**src/rtl/lfsr_xnor_pkg.sv**
```systemverilog
package lfsr_xnor_pkg;

    localparam int unsigned DEF_WIDTH = 4;
    localparam logic [DEF_WIDTH-1:0] DEF_TAP_MASK = 4'b1100; // stages 4 and 3

    // Number of tapped stages in a mask
    function automatic int unsigned tap_count(input logic [63:0] mask, input int unsigned width);
        int unsigned n;
        n = 0;
        for (int unsigned i = 0; i < width; i++) begin
            if (mask[i]) n++;
        end
        return n;
    endfunction

endpackage

```
**src/rtl/lfsr_xnor_tap.sv**
```systemverilog
// Feedback gate: inverted parity of the tapped stages.
module lfsr_xnor_tap #(
    parameter int unsigned      WIDTH    = 4,
    parameter logic [WIDTH-1:0] TAP_MASK = 4'b1100
) (
    input  logic [WIDTH-1:0] state_i,
    output logic             fb_o
);
    // Stage k maps to register bit WIDTH-k; mask bit k-1 selects stage k.
    logic [WIDTH-1:0] picked;

    for (genvar k = 1; k <= WIDTH; k++) begin : g_stage
        if (TAP_MASK[k-1]) begin : g_on
            assign picked[WIDTH-k] = state_i[WIDTH-k];
        end else begin : g_off
            assign picked[WIDTH-k] = 1'b0;
        end
    end

    assign fb_o = ~(^picked);
endmodule

```
**src/rtl/lfsr_xnor_shift.sv**
```systemverilog
// Right shift with the feedback bit entering stage 1 (the MSB).
module lfsr_xnor_shift #(
    parameter int unsigned WIDTH = 4
) (
    input  logic [WIDTH-1:0] state_i,
    input  logic             fb_i,
    output logic [WIDTH-1:0] state_o
);
    assign state_o[WIDTH-1] = fb_i;

    for (genvar i = 0; i < WIDTH-1; i++) begin : g_move
        assign state_o[i] = state_i[i+1];
    end
endmodule

```
**src/rtl/lfsr_xnor_counter.sv**
```systemverilog
module lfsr_xnor_counter
    import lfsr_xnor_pkg::*;
#(
    parameter int unsigned      WIDTH    = DEF_WIDTH,
    parameter logic [WIDTH-1:0] TAP_MASK = DEF_TAP_MASK
) (
    input  logic             clk,
    input  logic             rst,
    input  logic             advance,
    output logic [WIDTH-1:0] count
);
    localparam logic [WIDTH-1:0] SEED = '0;

    typedef struct packed {
        logic [WIDTH-1:0] state;
    } regs_t;

    regs_t            regs_d, regs_q;
    logic             fb;
    logic [WIDTH-1:0] stepped;

    lfsr_xnor_tap #(
        .WIDTH    (WIDTH),
        .TAP_MASK (TAP_MASK)
    ) i_tap (
        .state_i (regs_q.state),
        .fb_o    (fb)
    );

    lfsr_xnor_shift #(
        .WIDTH (WIDTH)
    ) i_shift (
        .state_i (regs_q.state),
        .fb_i    (fb),
        .state_o (stepped)
    );

    always_comb begin
        regs_d = regs_q;
        if (rst) begin
            regs_d.state = SEED;
        end else if (advance) begin
            regs_d.state = stepped;
        end
    end

    always_ff @(posedge clk) begin
        regs_q <= regs_d;
    end

    assign count = regs_q.state;
endmodule

```
**config.mk**
```make
export PLATFORM = sky130hd
export DESIGN_NAME = lfsr_xnor_counter
export DESIGN_NICKNAME = d
export VERILOG_FILES = /design/src/rtl/lfsr_xnor_pkg.sv /design/src/rtl/lfsr_xnor_tap.sv /design/src/rtl/lfsr_xnor_shift.sv /design/src/rtl/lfsr_xnor_counter.sv
export SDC_FILE = /design/constraint.sdc
export NUM_CORES = 1
export LEC_CHECK = 0
export BUFFER_PORTS_ARGS = -buffer_cell sky130_fd_sc_hd__buf_2
export CORE_AREA = 2 2 39 41
export CTS_CLUSTER_SIZE = 8
export DETAILED_ROUTE_END_ITERATION = 6
export DIE_AREA = 0 0 41 43
export PLACE_DENSITY_LB_ADDON = 0.2
export SLEW_MARGIN = 20
export SYNTH_ARGS = -nofsm -noshare
export SYNTH_HDL_FRONTEND = slang
export SYNTH_HIERARCHICAL = 1
export SYNTH_SLANG_ARGS = --single-unit
```
**constraint.sdc**
```tcl
create_clock -name clk -period 0.9 [get_ports clk]
set_input_delay 0 -clock clk [delete_from_list [all_inputs] [get_ports clk]]
set_output_delay 0 -clock clk [all_outputs]
set_load 0.01 [all_outputs]
```
# After elaboration in Yosys (flattened, before gate mapping)
# Cells that the tools add are included.
# totals
regBits	4
elab_cells	3
# classes
bitwise	1
reduce_logical	1
# op_table
op	n
$reduce_xor A4 Y1	1
$not A1 Y1	1

# Logic depth before layout (Yosys ltp)
# depth
ltp_word	2
mapped_depth	4
depth_no_buf	3

# By module
# The synthesis kept the hierarchy.
# modules_own_cells
mod	instances	cells_per_inst	area_per_inst_um2	seq_area_each_um2
lfsr_xnor_counter	1	13	140.1	80.1
lfsr_xnor_shift	1	4	30.0	0.0
lfsr_xnor_tap	1	1	8.8	0.0

# Worst setup path before layout
# No wires, ideal clock.
# synth_timing
path_type	flip-flop to flip-flop
startpoint	reg regs_q[1] (netlist: count[1])
endpoint	reg regs_q[3] (netlist: count[3])
setup_time_ps	114
arrival_time_ps	767
t_required_ps	786
slack_ps	18
stages_incl_launch_ff	5
path_buffers	1
synth_period_minus_slack_ps	882
cell_sequence	dfxtp_1 -> xnor2_1 -> buf_4 -> mux2i_1 -> nor2_1
# synth_via
elab_chain_cells	2
# synth_lines
element	line	text
start, declared	lfsr_xnor_counter.sv:18	regs_t regs_d, regs_q;
start signal, assigned	lfsr_xnor_counter.sv:48	regs_q <= regs_d;
$reduce_xor A4 Y1	lfsr_xnor_tap.sv:20	assign fb_o = ~(^picked);
$not A1 Y1	lfsr_xnor_tap.sv:20	
named net fb	lfsr_xnor_counter.sv:19	logic fb;
# The timed path passes the listed nets, and every way through them passes these cells.
# A chain may end at the register's enable or synchronous reset.

# Worst setup path in the final report
# layout_timing
startpoint	reg regs_q[1] (netlist: count[1])
endpoint	out count[1]
# layout_rtl
element	line	text
end, declared	lfsr_xnor_counter.sv:10	output logic [WIDTH-1:0] count
# No word-level cell between the ends.

==> run metrics <==
Final Setup Violations 0; CP Capture Type output port; met1 GRT Util ~2.9%; layout cell share with drive strength beyond 1 roughly 39%; CP bufs+invs 1; hold crit path type input pin to flop; max FFs per register 4; clk buf depth 2; P&R area growth vs syn 26.57%; Hold Crit Start advance; number of CTS-inserted buffers 3; hold path endpoint count[0]; Root Buffer clkbuf_4; Synth cell types 6; FF-to-FF setup slack 150 ps; clock power share 48.7%; final count of pins violating max slew 0; R2R depth 3; Pwr Density 1984 mW/mm^2; first-pass GRT wire length 496 um; die width 41 um; Post-Syn Area 178.9 um^2; mux cell area share after synthesis ~22%; Fill cells 162; Sink Count 4; via density per instance 3.026; Final #Nets 28; largest family of logic cells by synthesized area multiplexers; Congestion Overflow GR 0; Hold Vio Cnt, Final 0; switching share of power 20.79%; CTS hold repair buffers 1; Initial Util between 10% and 20%; Worst Path Required 900 ps; vias in the first global route 144; Routed WL 287 um; setup bufs post-CTS 0; DR iter-0 viols 0; Die ar. 0.001763 mm^2; wire length per cell 7.359 um; Sequential Power Share 42.7%; Gate power share 8.5%; most frequent cells in the layout buf_2 (6), mux2i_1 (4), nor2_1 (4), dfxtp_1 (4), clkbuf_4 (3); max incr delay on CP 370 ps; worst-path cell chain buf_2; Syn Inst Count 18; drt first pass iters 1; Final Skew 5.526 ps; Buffers on Ports 6; Slowest-stage cell, CP dfxtp_1; Final min period 759.5 ps; CP Launch Type flop; routing usage on met2 6.563%; Worst EP arrival around 760 ps; simple-gate share of the synthesized area 8.392%; Max FO, Critical Path 4; Chip Height 43 um; worst slack, placed roughly 150 ps; Sequential Area 80.08 um^2; largest net degree at the start of global routing 5; YS warnings 6; Fmax achieved 1.317 GHz; commonest non-fill, non-tap cell in the layout buf_2; Setup TNS 0 ps; gpl congestion 0.6464; io pins 7; Worst Max-Slew Pin Slew 126.4 ps; Peak supply drop around 0.43 mV; synthesized flop and latch total 4; NetSw 0.09342 mW; Post-Synth Adder-Cell Area 0%; Multi-input gate area 63.81 um^2; Syn Nets 21; H-tree levels 1; GRT Util Overall 5.120%; PnR worst setup slack 140.5 ps; sequential cell area fraction in the yosys report between 40% and 50%; core outline area 0.001384 mm^2; CP Class flop to output port; clk slew on worst S/H paths 40 ps; syn avg cell area roughly 9.9 um^2; Worst path depth 1; CTS tree yes; fin crit share ~84%; number of diodes 0; hold path depth 3; busiest grt layer met4; status finished clean; P_int 0.3559 mW; antenna-violating nets left 0; Reg-to-Reg Start count[1]; met3 GRT Util 3.141%; via count ~120; post_cts resized 0; Post-Synth XOR/XNOR Area 4.895%; CP delay by family, top flip-flops; Site Rows 14; Max-Cap Viols 0; drc violations 0; initial antenna violation count 0; Max-slew headroom 91.33%; post-synthesis compound-gate area fraction 0%; LEAKAGE 0.1102 nW; RSZ-0062 raised after global routing false; clock network latency to the later pin of the worst-skew pair ~230 ps; worst reg2reg endpoint count[3]
==> stage by stage <==
stage | utilization, % | hold slack, ps | instances | power (mW) | area (um^2)
after detailed placement | 14.01 | 213.8 | 35 | 0.2308 | 193.9
after global placement | 14.01 | 216.5 | 35 | 0.2308 | 193.9
after CTS | 16.37 | 103.1 | 39 | 0.4669 | 226.5
after floorplan | - | 72.38 | 18 | 0.2282 | 178.9
final | 16.37 | 103.4 | 39 | 0.4493 | 226.5
after global routing | 16.37 | 115.2 | 39 | 0.4815 | 226.5
==> worst max path at each step <==
stage               startpoint        to  slack [ps]
floorplan             count[1]  count[3]          20
global placement      count[1]  count[3]         160
detailed placement    count[1]  count[3]         150
CTS                   count[1]  count[1]         130
global route          count[1]  count[1]          90
finish                count[1]  count[1]         140
==> cell usage after synthesis <==
cell type | n | area share [%]
clkbuf_2 | 1 | 2.8
nor2_1 | 4 | 8.4
buf_4 | 4 | 17
xnor2_1 | 1 | 4.9
dfxtp_1 | 4 | 45
mux2i_1 | 4 | 22
==> layout make-up <==
cell class,count,area share [%]
clock buffers,3,9.945
multi-input cells,9,28.18
flip-flops and latches,4,35.36
well taps,16,8.840
repair buffers,7,17.68
==> cell families after synthesis <==
logic type / Yosys count
buffers and inverters: 5
multiplexers: 4
flip-flops: 4
AND/OR/NAND/NOR: 4
XOR/XNOR: 1
==> worst min-delay path, stage by stage <==
cell and delay [ps]:
buf_2 140, mux2i_1 90, nor2_1 70
==> metal layers <==
layer / up-vias / part of all wire (%)
li1: 63 / -
met1: 53 / 30
met2: 2 / 63
met3: 0 / 6.3
met4: 0 / 0
met5: - / 0
==> power groups by stage <==
stage	clock network, mW	registers [mW]	logic, mW
after floorplan	0	0.198	0.0298
after global placement	0	0.195	0.0359
after detailed placement	0	0.195	0.0361
after CTS	0.235	0.192	0.0396
after global routing	0.246	0.194	0.0420
final	0.219	0.192	0.0384
Power figures use the tool's default switching activity.
